File: config.mk
export PLATFORM = sky130hd
export DESIGN_NAME = bitrep_top
export DESIGN_NICKNAME = d
export VERILOG_FILES = /design/src/rtl/bitrep_pkg.sv /design/src/rtl/bitrep_ctrl.sv /design/src/rtl/bitrep_expand.sv /design/src/rtl/bitrep_top.sv
export SDC_FILE = /design/constraint.sdc
export NUM_CORES = 1
export LEC_CHECK = 0
export ABC_AREA = 0
export BUFFER_PORTS_ARGS = -buffer_cell sky130_fd_sc_hd__buf_2
export CAP_MARGIN = 20
export CELL_PAD_IN_SITES_DETAIL_PLACEMENT = 1
export CELL_PAD_IN_SITES_GLOBAL_PLACEMENT = 2
export CORE_AREA = 4 4 65 67
export DETAILED_ROUTE_END_ITERATION = 8
export DIE_AREA = 0 0 69 71
export GPL_TIMING_DRIVEN = 0
export PLACE_DENSITY = 0.8
export SETUP_SLACK_MARGIN = 0.1
export SLEW_MARGIN = 20
export SYNTH_ARGS = -nofsm -noshare
export SYNTH_HDL_FRONTEND = slang
export SYNTH_SLANG_ARGS = --single-unit
File: constraint.sdc
create_clock -name clk -period 2.12 [get_ports clk]
set_clock_uncertainty 0.15 [all_clocks]
set_input_delay 0.424 -clock clk [delete_from_list [all_inputs] [get_ports clk]]
set_output_delay 0.424 -clock clk [all_outputs]
set_load 0.02 [all_outputs]
File: src/rtl/bitrep_pkg.sv
package bitrep_pkg;
  typedef enum logic {
    RATE_FULL    = 1'b0,
    RATE_QUARTER = 1'b1
  } rate_mode_t;
endpackage

File: src/rtl/bitrep_ctrl.sv
module bitrep_ctrl
  import bitrep_pkg::*;
#(
  parameter int REP = 4,
  localparam int PH_W = (REP > 1) ? $clog2(REP) : 1
) (
  input  logic            clk,
  input  logic            rst,
  input  logic            in_valid,
  input  logic            in_sync,
  input  logic            mode_sel,
  output logic [PH_W-1:0] cur_phase,
  output rate_mode_t      cur_mode
);
  localparam logic [PH_W-1:0] PH_LAST = PH_W'(REP - 1);

  logic [PH_W-1:0] phase_q;
  rate_mode_t      mode_q;
  logic            sync_hit;

  assign sync_hit  = in_valid && in_sync;
  assign cur_phase = sync_hit ? '0 : phase_q;
  assign cur_mode  = sync_hit ? rate_mode_t'(mode_sel) : mode_q;

  always_ff @(posedge clk) begin
    if (rst) begin
      phase_q <= '0;
      mode_q  <= RATE_FULL;
    end else begin
      if (in_valid)
        phase_q <= (cur_phase == PH_LAST) ? '0 : cur_phase + 1'b1;
      if (sync_hit)
        mode_q <= rate_mode_t'(mode_sel);
    end
  end

  assert_sync_restart_R5: assert property (@(posedge clk) disable iff (rst)
    (in_valid && in_sync) |=> (phase_q == PH_W'(1 % REP)));

  assert_mode_hold_R6: assert property (@(posedge clk) disable iff (rst)
    !(in_valid && in_sync) |=> $stable(mode_q));

  assert_idle_phase_R8: assert property (@(posedge clk) disable iff (rst)
    !in_valid |=> $stable(phase_q));
endmodule

File: src/rtl/bitrep_expand.sv
module bitrep_expand #(
  parameter int W   = 8,
  parameter int REP = 4,
  localparam int PH_W = (REP > 1) ? $clog2(REP) : 1
) (
  input  logic [W-1:0]    src,
  input  logic [PH_W-1:0] sel,
  output logic [W-1:0]    dst
);
  logic [W-1:0] cand [REP];

  for (genvar k = 0; k < REP; k++) begin : g_slot
    for (genvar p = 0; p < W; p++) begin : g_bit
      localparam int M   = W - 1 - p;
      localparam int G   = k * W + M;
      localparam int SRC = W - 1 - G / REP;
      assign cand[k][p] = src[SRC];
    end
  end

  always_comb begin
    dst = cand[0];
    for (int k = 1; k < REP; k++)
      if (sel == PH_W'(k)) dst = cand[k];
  end

  initial begin
    assert (W % REP == 0) else $error("W must be a multiple of REP");
  end
endmodule

File: src/rtl/bitrep_top.sv
module bitrep_top
  import bitrep_pkg::*;
#(
  parameter int W   = 8,
  parameter int REP = 4,
  localparam int PH_W = (REP > 1) ? $clog2(REP) : 1
) (
  input  logic         clk,
  input  logic         rst,
  input  logic [W-1:0] in_data,
  input  logic         in_valid,
  input  logic         in_sync,
  input  logic         mode_sel,
  output logic [W-1:0] out_data,
  output logic         out_valid
);
  logic [PH_W-1:0] cur_phase;
  rate_mode_t      cur_mode;
  logic [W-1:0]    hold_q;
  logic [W-1:0]    exp_src;
  logic [W-1:0]    exp_byte;

  bitrep_ctrl #(.REP(REP)) u_ctrl (
    .clk       (clk),
    .rst       (rst),
    .in_valid  (in_valid),
    .in_sync   (in_sync),
    .mode_sel  (mode_sel),
    .cur_phase (cur_phase),
    .cur_mode  (cur_mode)
  );

  assign exp_src = (cur_phase == '0) ? in_data : hold_q;

  bitrep_expand #(.W(W), .REP(REP)) u_expand (
    .src (exp_src),
    .sel (cur_phase),
    .dst (exp_byte)
  );

  always_ff @(posedge clk) begin
    if (rst) begin
      hold_q    <= '0;
      out_data  <= '0;
      out_valid <= 1'b0;
    end else begin
      out_valid <= in_valid;
      if (in_valid) begin
        if (cur_phase == '0) hold_q <= in_data;
        out_data <= (cur_mode == RATE_QUARTER) ? exp_byte : in_data;
      end
    end
  end

  assert_valid_follow_R7: assert property (@(posedge clk) disable iff (rst)
    out_valid == $past(in_valid));

  assert_full_pass_R2: assert property (@(posedge clk) disable iff (rst)
    (in_valid && cur_mode == RATE_FULL) |=> (out_data == $past(in_data)));

  assert_idle_hold_R8: assert property (@(posedge clk) disable iff (rst)
    !in_valid |=> $stable(out_data));

  for (genvar n = 0; n < W / REP * 0 + W / 4; n++) begin : g_nib
    if (REP == 4) begin : g_chk
      assert_nibble_run_R3: assert property (@(posedge clk) disable iff (rst)
        (in_valid && cur_mode == RATE_QUARTER) |=>
          (out_data[n*4 +: 4] == 4'h0 || out_data[n*4 +: 4] == 4'hF));
    end
  end
endmodule

==> results of run 1 <==
sequential cells by signal, summed over array words and instances, names as in the netlist:
register / count
hold_q: 8
out_data: 8
out_valid: 1
u_ctrl.mode_q: 1
u_ctrl.phase_q: 2
cell usage after synthesis (2+ instances only):
cell type / instances / share of area
nand2_1: 20 / 0.080
nor2b_1: 2 / 0.013
mux2_2: 2 / 0.024
a221o_1: 2 / 0.021
buf_4: 2 / 0.016
mux2_1: 4 / 0.048
a22oi_1: 2 / 0.016
nand3_1: 8 / 0.042
clkbuf_1: 6 / 0.024
nor2_1: 13 / 0.052
mux2i_1: 3 / 0.032
a311oi_1: 8 / 0.074
dfxtp_1: 20 / 0.42
inv_1: 2 / 0.0080
a21oi_1: 10 / 0.053
ha_1: 4 / 0.053
how the worst min path moves through the flow:
stage	startpoint	endpoint	slack, ns	cells past startpoint
after global routing	in_data[7]	out_data[7]$_SDFFE_PP0P_	0.30	3
after floorplan	hold_q[2]$_SDFFE_PP0P_	hold_q[2]$_SDFFE_PP0P_	0.28	2
after CTS	in_sync	u_ctrl.phase_q[0]$_SDFFE_PP0P_	0.30	3
final	in_data[0]	hold_q[0]$_SDFFE_PP0P_	0.30	3
after detailed placement	hold_q[5]$_SDFFE_PP0P_	hold_q[5]$_SDFFE_PP0P_	0.30	2
after global placement	hold_q[5]$_SDFFE_PP0P_	hold_q[5]$_SDFFE_PP0P_	0.29	2
routing by layer:
layer  part of all wire  wire, µm  vias up
met5                  0         0        -
met4              0.026        71        0
met3              0.038       104        5
met2               0.49      1330       20
met1               0.44      1200      436
li1                   -         -      445
worst max-delay path, stage by stage:
cell and delay (ns):
buf_8 0.11, nand2_8 0.06, and2_4 0.15, inv_4 0.04, ha_4 0.15, buf_8 0.14
mux2_4 0.21, a21oi_2 0.06, a221o_1 0.43, a311oi_1 0.28
area by class of cell:
type	instances	area [µm²]	area share
plain buffers	8	45.0	0.0346
clock buffers	4	55.1	0.0423
inverters	2	10.0	0.00770
multi-input cells	81	582	0.448
flip-flops and latches	20	402	0.309
well taps	48	60.1	0.0462
repair buffers	24	146	0.113
what timing repair did:
action                     in CTS  in global routing
gates resized for setup        11                  7
hold endpoints to repair        0                  0
pin swaps                       6                 10
setup buffers                   4                  0
setup endpoints to repair       8                  8
gates cloned                    0                  0
power groups by stage:
stage                     Sequential (mW)  Combinational (mW)  Clock [mW]
after global routing                0.418               0.244       0.321
after floorplan                     0.438               0.116           0
after CTS                           0.415               0.214       0.306
after global placement              0.422               0.187           0
final                               0.415               0.224       0.299
after detailed placement            0.424               0.192           0
kinds of logic after synthesis:
| family | count (synthesis) | share of synthesized area |
|---|---|---|
| compound gates | 23 | 0.172 |
| fa+ha+maj | 4 | 0.0531 |
| flops | 20 | 0.424 |
| buf+inv | 10 | 0.0477 |
| mux | 9 | 0.103 |
| simple gates | 45 | 0.199 |
==> flow_metrics.tcl, run 1 <==
set metrics [dict create \
    status "completed" \
    rsz0062_at_grt "true" \
    dp.cells 179 \
    die_h_um 71 \
    antenna_found_initial 0 \
    clock_sinks 20 \
    wirelength_um 2710 \
    endpoint "out_data[6]$_SDFFE_PP0P_" \
    routed-via-count 906 \
    synth-async-reset-ratio 0 \
    worstPathMaxFanout 8 \
    htree_levels 1 \
    synth-edff-count 0 \
    ioPinCount 22 \
    met2_usage 0.194 \
    netlist_instances 111 \
    hold_viol_final 0 \
    design_area_um2 1300 \
    io_buffers 20 \
    busiest_layer "met2" \
    ys_seq_area_frac 0.424 \
    p_int_mw 0.669 \
    r2r-end "out_data[6]$_SDFFE_PP0P_" \
    worst_slew_pin_slew_ns 0.504 \
    vdd_drop_max_mv 0.197 \
    grt_use_met1 0.125 \
    place_hpwl_um 2000 \
    antennaDiodeCount 0 \
    worst_r2r_startpoint "u_ctrl.phase_q[0]$_SDFFE_PP0P_" \
    yosys_warnings 0 \
    syn-mean-instance-area_um2 8.50 \
    fill_cells 449 \
    synth-seq-cells 20 \
    final_cells 187 \
    grt_max_degree 12 \
    clockRootBuffer "clkbuf_8" \
    hp-class "input port to flop" \
    start_util 0.260 \
    postRouteAntennaNets 0 \
    timing.final.crit_share 0.950 \
    fp-row-count 22 \
    met3_usage 0.0284 \
    clockPowerShare 0.319 \
    critPathArrivalTime_ns 2.04 \
    relSlewSlack 0.664 \
    cts_buffer_depth 2 \
    switching_share 0.287 \
    drc 0 \
    cap_violations 0 \
    power_density_nw_per_um2 722 \
    endpoint_kind "flop" \
    worst-endpoint-required_ns 2.15 \
    layout_setup_ws_ns 0.107 \
    layout_common_cells "nand2_1, dfxtp_1, buf_2" \
    final_util 0.358 \
    worst-setup-path-type "input port to flop" \
    wl_per_cell_um 14.5 \
    clock.fmax_ghz 0.497 \
    ys.flop_type "dfxtp_1" \
    p_seq_frac 0.442 \
    post_dp_cell_area_um2 1150 \
    grtUsageTotal 0.113 \
    crit_start "in_valid" \
    whs_ns 0.303 \
    grt_pass1_vias 945 \
    cts_hold_buf 0 \
    routed_via_density 4.84 \
    gr-total-overflow 0 \
    reg2reg_setup_slack_ns 0.11 \
    die_area_um2 4900 \
    synth_cell_types 19 \
    insertion_delay_ns 0.26 \
    drive_above_1_share 0.345 \
    setup_violations 0 \
    cts_buffers 3 \
    p_leak_nw 0.563 \
    fin_crit_ns 2.01 \
    nets 157 \
    design.core.area_um2 3630 \
    post-place-ws_ns -0.238 \
    cts_tree "done" \
    p_switching_mw 0.269 \
    first_iter_violations 10 \
    die_x_um 69 \
    reg2reg_depth 8 \
    dr.pass1.iters 4 \
    setup_tns_ns 0 \
    area_growth_pct 37.8 \
    setup.worst_path.start_class "input port" \
    finalPower_mw 0.938 \
    path_clk_slew_ns 0.08 \
    slew_viol_final 0 \
    place_congestion 0.748 \
    grt_pass1_wl_um 4360 \
    synth.net_count 128 \
    p_comb_frac 0.239 \
    synth_area_um2 943 \
]
Note: power is estimated with default switching activity, not from simulation.
==> inputs of run 2 (changes only) <==
CTS_CLUSTER_SIZE = 28   (was unset)
RECOVER_POWER = 100   (was unset)
==> run 2 against run 1 <==
- flip-flop and latch count unchanged
- sequential power about the same
- global-route usage unchanged
- die area unchanged
- via count up 0.22%
- largest power group unchanged
- highest routed layer unchanged
- critical endpoint unchanged
- critical path type is now flop to flop
==> flow_metrics.tcl, run 2 (synthesized netlist as in run 1, its figures left out) <==
set metrics [dict create \
    area_growth_pct 35.8 \
    p_int_mw 0.665 \
    switching_share 0.288 \
    ioPinCount 22 \
    final_util 0.353 \
    rsz0062_at_grt "true" \
    postRouteAntennaNets 0 \
    gr-total-overflow 0 \
    setup.worst_path.start_class "flop" \
    endpoint_kind "flop" \
    cts_tree "done" \
    largestRegisters "hold_q: 8 flops, out_data: 8 flops, u_ctrl.phase_q: 2 flops" \
    fill_cells 443 \
    setup_violations 0 \
    holdPathEnd "out_data[5]$_SDFFE_PP0P_" \
    first_iter_violations 8 \
    drc 0 \
    final_common_cell "dfxtp_1" \
    hold_path_startpoint "in_data[5]" \
    routed_via_density 4.86 \
    cts_buffer_depth 2 \
    worstHoldPathCells 3 \
    cts_buffers 3 \
    clockPowerShare 0.321 \
    fp-row-count 22 \
    reg2reg_depth 8 \
    grt_max_degree 12 \
    p_leak_nw 0.529 \
    start_util 0.260 \
    nets 157 \
    p_switching_mw 0.269 \
    dp.cells 179 \
    grt_pass1_vias 945 \
    path_clk_slew_ns 0.08 \
    htree_levels 1 \
    worst-endpoint-required_ns 2.15 \
    grt_pass1_wl_um 4360 \
    hold_viol_final 0 \
    power_density_nw_per_um2 729 \
    cts_hold_buf 0 \
    insertion_delay_ns 0.26 \
    hp-class "input port to flop" \
    die_h_um 71 \
    routed-via-count 908 \
    dr.pass1.iters 4 \
    worstPathMaxFanout 8 \
    die_x_um 69 \
    worst_r2r_startpoint "u_ctrl.phase_q[0]$_SDFFE_PP0P_" \
    grtUsageTotal 0.113 \
    cap_violations 0 \
    layout_common_cells "dfxtp_1, nand2_1, clkbuf_1" \
    wirelength_um 2730 \
    r2r-end "out_data[6]$_SDFFE_PP0P_" \
    clock.fmax_ghz 0.495 \
    design.core.area_um2 3630 \
    clock_sinks 20 \
    worst_slew_pin_slew_ns 0.505 \
    drive_above_1_share 0.266 \
    slew_viol_final 0 \
    die_area_um2 4900 \
    place_congestion 0.748 \
    wl_per_cell_um 14.6 \
    io_buffers 20 \
    antenna_found_initial 0 \
    antennaDiodeCount 0 \
    finalPower_mw 0.933 \
    p_seq_frac 0.445 \
    vdd_drop_max_mv 0.197 \
    fin_crit_ns 2.02 \
    critPathArrivalTime_ns 2.05 \
    relSlewSlack 0.663 \
    worst-setup-path-type "flop to flop" \
    timing.final.crit_share 0.952 \
    status "completed" \
    p_comb_frac 0.235 \
    clockRootBuffer "clkbuf_8" \
    reg2reg_setup_slack_ns 0.10 \
    place_hpwl_um 2000 \
    final_cells 187 \
]
==> run 2: how the worst max path moves through the flow <==
stage / from / slack [ns] / depth (start not counted) / end
global placement: in_valid / -0.19 / 10 / out_data[4]$_SDFFE_PP0P_
CTS: in_valid / 0.10 / 10 / out_data[4]$_SDFFE_PP0P_
detailed placement: in_valid / -0.24 / 10 / out_data[4]$_SDFFE_PP0P_
finish: u_ctrl.phase_q[0]$_SDFFE_PP0P_ / 0.10 / 8 / out_data[6]$_SDFFE_PP0P_
global route: u_ctrl.phase_q[0]$_SDFFE_PP0P_ / 0.02 / 8 / out_data[5]$_SDFFE_PP0P_
floorplan: in_sync / 0.08 / 9 / out_data[1]$_SDFFE_PP0P_
==> run 2: layout make-up <==
type | instances | area (µm²) | area share
flip-flops and latches | 20 | 400 | 0.312
clock buffers | 4 | 55.1 | 0.0430
inverters | 2 | 10.0 | 0.00781
repair buffers | 24 | 135 | 0.105
plain buffers | 8 | 45.0 | 0.0352
well taps | 48 | 60.1 | 0.0469
multi-input cells | 81 | 576 | 0.449
==> run 2: critical path: stages (launching register included) <==
cell	delay, ns
dfxtp_1	0.34
and2_4	0.16
inv_4	0.04
ha_4	0.15
buf_8	0.14
mux2_4	0.20
a21oi_2	0.06
a221o_1	0.42
a311oi_1	0.27
==> run 2: timing repair <==
item                       in CTS  in global routing
setup buffers                   4                  0
setup endpoints to repair       8                  8
pin swaps                       6                 10
gates resized for setup        11                  7
==> run 2: through the flow <==
| step | TNS, ns | instance area (µm²) | hold slack (ns) | setup WS, ns |
|---|---|---|---|---|
| global placement | -1.48 | 1150 | 0.291 | -0.191 |
| finish | 0 | 1280 | 0.300 | 0.102 |
| detailed placement | -1.81 | 1150 | 0.299 | -0.238 |
| CTS | 0 | 1270 | 0.298 | 0.100 |
| floorplan | 0 | 988 | 0.282 | 0.0769 |
| global route | 0 | 1280 | 0.300 | 0.0183 |
==> run 2: power by group through the flow <==
stage          Clock [mW]  Combinational, mW  Sequential (mW)
6_report            0.299              0.219            0.415
5_1_grt             0.321              0.239            0.418
4_1_cts             0.306              0.214            0.415
3_5_place_dp            0              0.192            0.424
3_3_place_gp            0              0.187            0.422
2_1_floorplan           0              0.116            0.438
==> run 2: metal layers <==
metal / part of all wire / vias up / GRT usage
li1: - / 445 / -
met1: 0.45 / 437 / 0.125
met2: 0.49 / 21 / 0.194
met3: 0.036 / 5 / 0.0284
met4: 0.026 / 0 / 0.0716
met5: 0 / - / 0
==> inputs of run 3 (changes only) <==
CORE_AREA = 2 2 63 65   (was 4 4 65 67)
DIE_AREA = 0 0 65 67   (was 0 0 69 71)
==> run 3 against run 2 <==
- worst hold slack better by 0.0027 ns
- critical path depth up 2
- setup slack worse by 0.0069 ns
- clock power grew 28%
- critical endpoint is now out_data[4]$_SDFFE_PP0P_
- wire length about the same
- count of clock-buffer cells in the layout is 1 lower
- sequential share of layout area fell by 1.2 points
- global-route usage rose by 2.5 points
- combinational power grew 5%
- cell count increased by 1.1%
==> flow_metrics.tcl, run 3 (synthesized netlist as in run 1, its figures left out) <==
set metrics [dict create \
    register_area_um2 402 \
    multi_input_area_um2 604 \
    fill_cells 444 \
    clockRootBuffer "clkbuf_8" \
    power_density_nw_per_um2 771 \
    place_congestion 0.829 \
    die_x_um 65 \
    path_clk_slew_ns 0.08 \
    reg2reg_depth 8 \
    antenna_found_initial 0 \
    worst_path_max_delay_cell "a221o_1" \
    dr.pass1.iters 3 \
    slowest_delay_ns 0.43 \
    grt_pass1_wl_um 4530 \
    worstHoldPathCells 3 \
    layout_setup_ws_ns 0.0946 \
    htree_levels 1 \
    status "completed" \
    area_growth_pct 41.6 \
    start_util 0.262 \
    first_iter_violations 40 \
    insertion_delay_ns 0.26 \
    largestRegisters "hold_q: 8 flops, out_data: 8 flops, u_ctrl.phase_q: 2 flops" \
    wirelength_um 2730 \
    holdPathEnd "hold_q[4]$_SDFFE_PP0P_" \
    worst-endpoint-required_ns 2.14 \
    relSlewSlack 0.653 \
    drive_above_1_share 0.312 \
    gr-total-overflow 0 \
    cap_violations 0 \
    postRouteAntennaNets 0 \
    cts_tree "done" \
    die_area_um2 4360 \
    critPathArrivalTime_ns 2.05 \
    die_h_um 67 \
    final_common_cell "dfxtp_1" \
    post-place-ws_ns -0.273 \
    drc 0 \
    cts_buffers 3 \
    grtUsageTotal 0.138 \
    worst_r2r_startpoint "u_ctrl.phase_q[0]$_SDFFE_PP0P_" \
    worstPathMaxFanout 8 \
    nets 159 \
    cts_buffer_depth 2 \
    hp-class "input port to flop" \
    timing.final.crit_share 0.955 \
    p_leak_nw 0.546 \
    wl_per_cell_um 14.4 \
    grt_pass1_vias 969 \
    rsz0062_at_grt "true" \
    io_buffers 20 \
    hold_viol_final 0 \
    worst_slew_pin_slew_ns 0.520 \
    antennaDiodeCount 0 \
    place_hpwl_um 2010 \
    reg2reg_setup_slack_ns 0.11 \
    crit_chain "buf_8 -> nand2_8 -> and2_4 -> inv_2 -> ha_4 -> buf_8 -> mux2_4 -> a21oi_2 -> a221o_1 -> a311oi_2" \
    worst-setup-path-type "input port to flop" \
    clock_sinks 20 \
    endpoint_kind "flop" \
    clock.fmax_ghz 0.494 \
    routed-via-count 897 \
    grt_max_degree 13 \
    setup.worst_path.start_class "input port" \
    fp-row-count 22 \
    vdd_drop_max_mv 0.300 \
    fin_crit_ns 2.03 \
    critical_path.most_common_cell "buf_8" \
    r2r-end "out_data[4]$_SDFFE_PP0P_" \
    routed_via_density 4.75 \
    setup_tns_ns 0 \
    design.core.area_um2 3610 \
    slew_viol_final 0 \
    setup_violations 0 \
    ioPinCount 22 \
    cts_hold_buf 0 \
    layout_common_cells "dfxtp_1, nand2_1, clkbuf_1" \
    hold_path_startpoint "in_data[4]" \
]
-- run 3: worst max path at each step --
stage | startpoint | to | slack [ns]
finish | in_valid | out_data[4]$_SDFFE_PP0P_ | 0.09
CTS | in_valid | out_data[6]$_SDFFE_PP0P_ | 0.08
floorplan | in_sync | out_data[1]$_SDFFE_PP0P_ | 0.08
global placement | in_valid | out_data[0]$_SDFFE_PP0P_ | -0.18
global route | u_ctrl.phase_q[0]$_SDFFE_PP0P_ | out_data[6]$_SDFFE_PP0P_ | 0.03
detailed placement | in_valid | out_data[4]$_SDFFE_PP0P_ | -0.27
-- run 3: per-stage QoR --
| step | utilization | total power [mW] | cell area [µm²] | hold WS (ns) | cells |
|---|---|---|---|---|---|
| final | 0.371 | 1.03 | 1340 | 0.302 | 189 |
| after global routing | 0.371 | 1.08 | 1340 | 0.304 | 189 |
| after CTS | 0.361 | 1.03 | 1300 | 0.305 | 187 |
| after detailed placement | 0.319 | 0.617 | 1150 | 0.297 | 179 |
| after global placement | 0.319 | 0.608 | 1150 | 0.292 | 179 |
| after floorplan | - | 0.554 | 988 | 0.282 | 111 |
-- run 3: area by class of cell --
| cell class | instances | area share |
|---|---|---|
| well taps | 48 | 0.0449 |
| clock buffers | 3 | 0.0309 |
| clock inverters | 1 | 0.0225 |
| repair buffers | 26 | 0.110 |
| plain buffers | 8 | 0.0337 |
| multi-input cells | 81 | 0.452 |
| inverters | 2 | 0.00562 |
| flip-flops and latches | 20 | 0.301 |
-- run 3: power by group --
group	switching [mW]	internal (mW)
Sequential	0.0131	0.403
Clock	0.131	0.252
Combinational	0.128	0.102
-- run 3: timing repair --
| action | CTS | global route |
|---|---|---|
| cloned | 0 | 0 |
| setup buffers | 4 | 2 |
| endpoints found under the hold margin | 0 | 0 |
| endpoints found under the setup margin | 8 | 8 |
| gates resized for setup | 15 | 8 |
| pin swaps | 7 | 13 |
-- run 3: layer usage --
layer	GRT usage	routed length, µm
met3	0.0169	97
met1	0.156	1140
met4	0.0824	61
met5	0	0
met2	0.247	1430
-- run 3: worst max-delay path: cells and delay by family --
kind            cells  cell delay, ns
buf+inv             3            0.28
compound gates      3            0.77
mux                 1            0.20
simple gates        2            0.21
fa+ha+maj           1            0.15
